[config.mk]
export PLATFORM = sky130hd
export DESIGN_NAME = inb_win_decoder
export DESIGN_NICKNAME = d
export VERILOG_FILES = /design/src/rtl/inb_win_pkg.sv /design/src/rtl/inb_win_ctrl.sv /design/src/rtl/inb_win_dpath.sv /design/src/rtl/inb_win_decoder.sv
export SDC_FILE = /design/constraint.sdc
export NUM_CORES = 1
export LEC_CHECK = 0
export BUFFER_PORTS_ARGS = -buffer_cell sky130_fd_sc_hd__buf_4
export CAP_MARGIN = 20
export CORE_ASPECT_RATIO = 1.5
export CORE_MARGIN = 5
export CORE_UTILIZATION = 55
export CTS_CLUSTER_DIAMETER = 60
export DETAILED_ROUTE_END_ITERATION = 10
export PLACE_DENSITY = 0.76
export SLEW_MARGIN = 20
export SYNTH_ARGS = -nofsm -noshare
export SYNTH_HDL_FRONTEND = slang
export SYNTH_SLANG_ARGS = --single-unit
[constraint.sdc]
create_clock -name clk -period 26.6 [get_ports clk]
set_input_delay 1.33 -clock clk [delete_from_list [all_inputs] [get_ports clk]]
set_output_delay 1.33 -clock clk [all_outputs]
set_load 0.01 [all_outputs]
[src/rtl/inb_win_pkg.sv]
package inb_win_pkg;

  localparam int WIN_IDX_MAX = 8;

  typedef enum logic [2:0] {
    SEL_NONE,
    SEL_WCTRL,
    SEL_WBASE,
    SEL_WREMAP,
    SEL_APCTRL,
    SEL_APLOW
  } regSel_e;

  typedef struct packed {
    logic                   wrEn;
    regSel_e                sel;
    logic [WIN_IDX_MAX-1:0] winIdx;
  } regStrobe_t;

  localparam logic [31:0] CTRL_KEEP  = 32'hFFFF_FFF1;
  localparam logic [31:0] BASE_KEEP  = 32'hFFFF_0000;
  localparam logic [31:0] REMAP_KEEP = 32'hFFFF_0001;
  localparam logic [31:0] BAR_FLAGS  = 32'h0000_000C;

endpackage

[src/rtl/inb_win_ctrl.sv]
module inb_win_ctrl
  import inb_win_pkg::*;
#(
  parameter int NUM_WIN = 6,
  parameter int REG_AW  = 5
) (
  input  logic              clk,
  input  logic              rstN,
  input  logic              regWe,
  input  logic [REG_AW-1:0] regAddr,
  output regStrobe_t        strb
);

  localparam logic [REG_AW-1:0] WIN_END  = REG_AW'(NUM_WIN * 4);
  localparam logic [REG_AW-1:0] APC_IDX  = REG_AW'(NUM_WIN * 4);
  localparam logic [REG_AW-1:0] APL_IDX  = REG_AW'(NUM_WIN * 4 + 1);

  always_comb begin
    strb.sel    = SEL_NONE;
    strb.winIdx = WIN_IDX_MAX'(regAddr >> 2);
    if (regAddr < WIN_END) begin
      case (regAddr[1:0])
        2'd0:    strb.sel = SEL_WCTRL;
        2'd1:    strb.sel = SEL_WBASE;
        2'd2:    strb.sel = SEL_WREMAP;
        default: strb.sel = SEL_NONE;
      endcase
    end else if (regAddr == APC_IDX) begin
      strb.sel = SEL_APCTRL;
    end else if (regAddr == APL_IDX) begin
      strb.sel = SEL_APLOW;
    end
    strb.wrEn = regWe && (strb.sel != SEL_NONE);
  end

  AST_WR_DECODED: assert property (@(posedge clk) disable iff (!rstN)
    strb.wrEn |-> (strb.sel != SEL_NONE && regWe));

  AST_WIN_IN_RANGE: assert property (@(posedge clk) disable iff (!rstN)
    (strb.sel == SEL_WCTRL || strb.sel == SEL_WBASE || strb.sel == SEL_WREMAP)
      |-> (int'(strb.winIdx) < NUM_WIN));

endmodule

[src/rtl/inb_win_dpath.sv]
module inb_win_dpath
  import inb_win_pkg::*;
#(
  parameter int NUM_WIN   = 6,
  parameter int WIN_IDX_W = 3
) (
  input  logic                 clk,
  input  logic                 rstN,
  input  regStrobe_t           strb,
  input  logic [31:0]          regWdata,
  output logic [31:0]          regRdata,
  input  logic                 lkpValid,
  input  logic [31:0]          lkpAddr,
  output logic                 lkpHit,
  output logic                 lkpErr,
  output logic [WIN_IDX_W-1:0] lkpWin,
  output logic [3:0]           lkpTarget,
  output logic [7:0]           lkpAttr,
  output logic [31:0]          lkpAddrOut
);

  localparam int SUM_W = 18 + $clog2(NUM_WIN);

  logic [31:0] winCtrl  [NUM_WIN];
  logic [31:0] winBase  [NUM_WIN];
  logic [31:0] winRemap [NUM_WIN];
  logic [31:0] winSpan  [NUM_WIN];
  logic [NUM_WIN-1:0] winMatch;
  logic        apEn;
  logic [31:0] apLow;

  // Per-window register storage and match
  for (genvar i = 0; i < NUM_WIN; i++) begin : g_win
    logic selHere;
    assign selHere = strb.wrEn && (strb.winIdx == WIN_IDX_MAX'(i));

    always_ff @(posedge clk) begin
      if (!rstN) begin
        winCtrl[i]  <= '0;
        winBase[i]  <= '0;
        winRemap[i] <= '0;
      end else if (selHere) begin
        if (strb.sel == SEL_WCTRL)  winCtrl[i]  <= regWdata & CTRL_KEEP;
        if (strb.sel == SEL_WBASE)  winBase[i]  <= regWdata & BASE_KEEP;
        if (strb.sel == SEL_WREMAP) winRemap[i] <= regWdata & REMAP_KEEP;
      end
    end

    assign winSpan[i]  = {winCtrl[i][31:16], 16'hFFFF};
    assign winMatch[i] = winCtrl[i][0] && ((lkpAddr & ~winSpan[i]) == winBase[i]);
  end

  // Aperture registers
  always_ff @(posedge clk) begin
    if (!rstN) begin
      apEn  <= 1'b0;
      apLow <= '0;
    end else if (strb.wrEn) begin
      if (strb.sel == SEL_APCTRL) apEn  <= regWdata[0];
      if (strb.sel == SEL_APLOW)  apLow <= regWdata & BASE_KEEP;
    end
  end

  // Aperture size: sum of enabled sizes, rounded up to a power of two
  logic [SUM_W-1:0] sizeSum;
  logic [SUM_W-1:0] smear;
  logic [SUM_W-1:0] roundUp;
  logic [15:0]      apField;

  always_comb begin
    sizeSum = '0;
    for (int i = 0; i < NUM_WIN; i++) begin
      if (winCtrl[i][0]) sizeSum = sizeSum + SUM_W'(winCtrl[i][31:16]) + SUM_W'(1);
    end
    smear = sizeSum - SUM_W'(1);
    for (int s = 1; s < SUM_W; s = s * 2) smear = smear | (smear >> s);
    roundUp = (sizeSum == '0) ? SUM_W'(1) : smear + SUM_W'(1);
    apField = (roundUp > SUM_W'(65536)) ? 16'hFFFF : 16'(roundUp - SUM_W'(1));
  end

  logic [31:0] apSpan;
  logic        apHit;
  assign apSpan = {apField, 16'hFFFF};
  assign apHit  = apEn && ((lkpAddr & ~apSpan) == (apLow & ~apSpan));

  // Lowest index wins
  logic                 found;
  logic [WIN_IDX_W-1:0] selWin;
  always_comb begin
    found  = 1'b0;
    selWin = '0;
    for (int i = NUM_WIN - 1; i >= 0; i--) begin
      if (winMatch[i]) begin
        found  = 1'b1;
        selWin = WIN_IDX_W'(i);
      end
    end
  end

  always_comb begin
    lkpHit     = lkpValid && apHit && found;
    lkpErr     = lkpValid && !lkpHit;
    lkpWin     = '0;
    lkpTarget  = '0;
    lkpAttr    = '0;
    lkpAddrOut = '0;
    if (lkpHit) begin
      lkpWin    = selWin;
      lkpTarget = winCtrl[selWin][7:4];
      lkpAttr   = winCtrl[selWin][15:8];
      if (winRemap[selWin][0])
        lkpAddrOut = {winRemap[selWin][31:16], 16'h0000} | (lkpAddr & winSpan[selWin]);
      else
        lkpAddrOut = lkpAddr;
    end
  end

  // Register read mux
  always_comb begin
    case (strb.sel)
      SEL_WCTRL:  regRdata = winCtrl[strb.winIdx[WIN_IDX_W-1:0]];
      SEL_WBASE:  regRdata = winBase[strb.winIdx[WIN_IDX_W-1:0]];
      SEL_WREMAP: regRdata = winRemap[strb.winIdx[WIN_IDX_W-1:0]];
      SEL_APCTRL: regRdata = {apField, 15'h0, apEn};
      SEL_APLOW:  regRdata = apLow | BAR_FLAGS;
      default:    regRdata = '0;
    endcase
  end

  AST_PRIO_LOWEST: assert property (@(posedge clk) disable iff (!rstN)
    lkpHit |-> (winMatch[lkpWin] &&
               ((winMatch & ((NUM_WIN'(1) << lkpWin) - NUM_WIN'(1))) == '0)));

  AST_HIT_NEEDS_AP: assert property (@(posedge clk) disable iff (!rstN)
    lkpHit |-> (apEn && lkpValid));

  AST_LOW_OFFSET_KEPT: assert property (@(posedge clk) disable iff (!rstN)
    lkpHit |-> (lkpAddrOut[15:0] == lkpAddr[15:0]));

  AST_APSIZE_POW2: assert property (@(posedge clk) disable iff (!rstN)
    $onehot(17'({1'b0, apField}) + 17'd1));

  AST_CTRL0_STORE: assert property (@(posedge clk) disable iff (!rstN)
    (strb.wrEn && strb.sel == SEL_WCTRL && strb.winIdx == '0)
      |=> (winCtrl[0] == ($past(regWdata) & CTRL_KEEP)));

  AST_IDLE_QUIET: assert property (@(posedge clk) disable iff (!rstN)
    !lkpValid |-> (!lkpHit && !lkpErr));

endmodule

[src/rtl/inb_win_decoder.sv]
module inb_win_decoder
  import inb_win_pkg::*;
#(
  parameter int NUM_WIN   = 6,
  parameter int REG_AW    = $clog2(NUM_WIN * 4 + 2),
  parameter int WIN_IDX_W = (NUM_WIN > 1) ? $clog2(NUM_WIN) : 1
) (
  input  logic                 clk,
  input  logic                 rstN,
  input  logic                 regWe,
  input  logic [REG_AW-1:0]    regAddr,
  input  logic [31:0]          regWdata,
  output logic [31:0]          regRdata,
  input  logic                 lkpValid,
  input  logic [31:0]          lkpAddr,
  output logic                 lkpHit,
  output logic                 lkpErr,
  output logic [WIN_IDX_W-1:0] lkpWin,
  output logic [3:0]           lkpTarget,
  output logic [7:0]           lkpAttr,
  output logic [31:0]          lkpAddrOut
);

  regStrobe_t strb;

  inb_win_ctrl #(.NUM_WIN(NUM_WIN), .REG_AW(REG_AW)) u_ctrl (
    .clk(clk), .rstN(rstN), .regWe(regWe), .regAddr(regAddr), .strb(strb)
  );

  inb_win_dpath #(.NUM_WIN(NUM_WIN), .WIN_IDX_W(WIN_IDX_W)) u_dpath (
    .clk(clk), .rstN(rstN), .strb(strb), .regWdata(regWdata), .regRdata(regRdata),
    .lkpValid(lkpValid), .lkpAddr(lkpAddr), .lkpHit(lkpHit), .lkpErr(lkpErr),
    .lkpWin(lkpWin), .lkpTarget(lkpTarget), .lkpAttr(lkpAttr), .lkpAddrOut(lkpAddrOut)
  );

endmodule

==> flow_metrics.env <==
export IMPL_timing_critical_path_mode_cell="ha_1"
export IMPL_detailedPlacementHpwl_mm=85.5
export IMPL_floorplan_core_area_sq_um=55600
export IMPL_share_of_cells_above_drive_strength_1_pct=14.2
export IMPL_worstSetupEndpointType="primary output"
export IMPL_critical_path_max_fanout=49
export IMPL_cp_slowest_cell="o311ai_1"
export IMPL_power_leakage_nw=13.1
export IMPL_most_frequently_used_cell_type_in_the_post_synthesis_netlist="and2_1"
export IMPL_cts_post_setup_buffers_inserted=0
export IMPL_post_route_min_period_ns=18.22
export IMPL_worst_clock_skew_ns=0
export IMPL_gpl_final_weighted_congestion=1.05
export IMPL_antenna_violating_nets_left=0
export IMPL_r2r_worst_path_cells=2
export IMPL_ys_top_cells_by_area="edfxtp_1, and2_1, mux2i_1"
export IMPL_netlist_cell_type_count=109
export IMPL_mappedNetlistNets=3344
export IMPL_layout_filler_cell_count=4665
export IMPL_grt_first_pass_wirelength_mm=168
export IMPL_final_tns_setup_ns=0
export IMPL_timing_critical_path_from="u_dpath.winCtrl[0][15]$_SDFFCE_PN0P_"
export IMPL_routed_via_density=6.78
export IMPL_drt_first_iter_violations=2648
export IMPL_min_delay_path_depth=2
export IMPL_setup_worst_path_class="reg -> out"
export IMPL_layout_worst_path_cycle_share_pct=68.5
export IMPL_fp_row_count=106
export IMPL_postLayoutCoreUtil_pct=60.7
export IMPL_post_synth_top_area_cell="edfxtp_1"
export IMPL_tritoncts="yes"
export IMPL_regToRegEndpoint="u_dpath.apLow[20]$_SDFFE_PN0P_"
export IMPL_seq_area_frac_synth_pct=37.4
export IMPL_fmax_ghz=0.0549
export IMPL_dr_pass1_iters=6
export IMPL_vdd_drop_max_v=0.0000725
export IMPL_die_w_um=203
export IMPL_cell_family_with_most_cp_delay="compound AO/OA/AOI/OAI gates"
export IMPL_slew_limit_headroom_pct=22.9
export IMPL_grt_start_max_net_pins=91
export IMPL_detail_route_wirelength_mm=116
export IMPL_result_of_the_run="complete, no violations"
export IMPL_synth_async_reset_ratio_pct=0
export IMPL_holdPathEnd="u_dpath.apLow[31]$_SDFFE_PN0P_"
export IMPL_final_nets=3379
export IMPL_numClockSinks=389
export IMPL_grt_use_total_pct=37.0
export IMPL_worstSetupStartpointType="register"
export IMPL_ys_seq_elements=389
export IMPL_r2r_start="u_dpath.apLow[20]$_SDFFE_PN0P_"
export IMPL_wl_per_cell_um=29.5
export IMPL_report_final_slew_viol_count=0
export IMPL_port_buffer_count=149
export IMPL_cts_repair_resize_count=0
export IMPL_setup_repair_after_global_routing_missed_its_margin="no"
export IMPL_drc=0
export IMPL_area_fraction_of_the_dominant_cell_type_after_synthesis_pct=36.3
export IMPL_yosys_warnings=0
export IMPL_critPathBufInv=4
export IMPL_tightestPinTransition_ns=1.15
export IMPL_h_tree_depth=2
export IMPL_initial_util_pct=55.4
export IMPL_cap_violations=0
export IMPL_hold_slack_final_ns=0.492
export IMPL_floorplan_io_pins=154
export IMPL_hold_buffers=0
export IMPL_clock_root_buffer="clkbuf_16"
export IMPL_finalSetupViolCount=0
export IMPL_syn_area_sq_um=30800
export IMPL_postSynthAreaPerCell_sq_um=9.69
export IMPL_slowest_delay_ns=0.74
export IMPL_synth_ff_type="edfxtp_1"
export IMPL_power_density_nw_per_um2=65.0
export IMPL_route_vias_total=26700
export IMPL_setup_reg_to_reg_worst_slack_ns=25.87
export IMPL_cts_made_buffers=37
export IMPL_worst_ep_required_time_ns=25.27
export IMPL_clock_latency_of_the_later_clocked_register_in_the_worst_skew_pair_ns=0.56
export IMPL_grt_antenna_before_repair=4
export IMPL_final_hold_vio_count=0
export IMPL_number_of_synthesized_flops_with_an_enable_pin=372
export IMPL_timing_hold_worst_class="reg -> reg"
export IMPL_post_synth_inst_count=3178
export IMPL_arrival_ns=16.89
export IMPL_synthTopCellsByCount="and2_1, edfxtp_1, nand2_1"
export IMPL_max_clock_path_buffers=3
export IMPL_dieHeight_um=300
export IMPL_origin_of_the_worst_min_delay_path="u_dpath.apLow[31]$_SDFFE_PN0P_"
export IMPL_grt_ovfl_total=0
export IMPL_via_count_of_the_first_global_routing_pass=26000
export IMPL_path_clk_slew_ns=0.06
export IMPL_area_enclosed_by_the_die_boundary_sq_um=60900
export IMPL_syn_to_final_growth_pct=9.62
registers in the layout, summed over array words and instances (netlist names):
name              count
u_dpath.winCtrl     174
u_dpath.winRemap    102
u_dpath.winBase      96
u_dpath.apLow        16
u_dpath.apEn          1
cell families (layout without fill, tap and decap cells):
kind of cell             count (synthesis)  after routing  share of synthesized area (%)
XOR/XNOR                               189            189                           5.45
adder cells (fa/ha/maj)                 93             93                           3.90
buffers and inverters                  250            312                           3.26
AO/OA/AOI/OAI                          721            721                           16.2
AND/OR/NAND/NOR                       1253           1253                           21.9
flip-flops                             389            389                           37.4
other                                    1              2                         0.0122
multiplexers                           282            282                           11.9
through the flow:
stage	setup slack (ns)	std cells	instance area, sq um	power, W
6_report	8.38	3943	33700	0.00219
5_1_grt	7.39	3942	33700	0.00229
2_1_floorplan	13.09	3178	30800	0.00137
3_3_place_gp	9.31	3874	32400	0.00161
3_5_place_dp	9.01	3875	32500	0.00162
4_1_cts	8.38	3941	33700	0.00217
area by class of cell:
type | instances | area (sq um) | area share (%)
Sequential cell | 389 | 11500 | 34.1
Timing Repair Buffer | 194 | 1470 | 4.37
Antenna cell | 1 | 2.50 | 0.00742
Clock inverter | 19 | 260 | 0.771
Multi-Input combinational cell | 2539 | 18400 | 54.6
Inverter | 52 | 195 | 0.578
Clock buffer | 47 | 985 | 2.92
Tap cell | 702 | 878 | 2.60
layer usage:
metal | global-route usage (%) | routed length, um | vias up
li1 | - | - | 11800
met1 | 42.9 | 39600 | 13000
met2 | 61.9 | 55500 | 1574
met3 | 5.03 | 9950 | 406
met4 | 28.7 | 11500 | 2
met5 | 0 | 7 | -
cells in the final DEF (no fill, tap or decap), types with 58 or more instances in the layout:
| cell | synthesis | layout |
|---|---|---|
| nor2b_1 | 133 | 133 |
| nor2_1 | 151 | 143 |
| ha_1 | 88 | 88 |
| and2_1 | 391 | 391 |
| a21oi_1 | 137 | 137 |
| buf_4 | 6 | 191 |
| xnor2_1 | 141 | 141 |
| o21ai_0 | 176 | 158 |
| edfxtp_1 | 372 | 372 |
| nand2_1 | 308 | 306 |
| mux2i_1 | 164 | 164 |
| o211ai_1 | 58 | 58 |
| mux4_2 | 62 | 62 |
how the worst max path moves through the flow:
stage                          end  slack, ns  cells after the start
floorplan                lkpWin[1]      13.09                     54
global placement    lkpAddrOut[31]       9.31                     53
detailed placement  lkpAddrOut[29]       9.01                     53
CTS                 lkpAddrOut[29]       8.38                     53
global route        lkpAddrOut[26]       7.39                     53
finish              lkpAddrOut[26]       8.38                     53
tightest hold or removal path, cell delays in order (launching register included):
cell and delay (ns):
dfxtp_1 0.33, nand2_1 0.05, a21boi_0 0.06
report_power, final:
part           total [W]  internal [W]  leakage (nW)  switching [W]
registers       0.000738      0.000703          3.67      0.0000358
logic           0.000900      0.000336          8.87       0.000564
clock network   0.000555      0.000315         0.602       0.000240
total            0.00219       0.00135          13.1       0.000840
No activity file was read; power rests on OpenSTA's default activity.
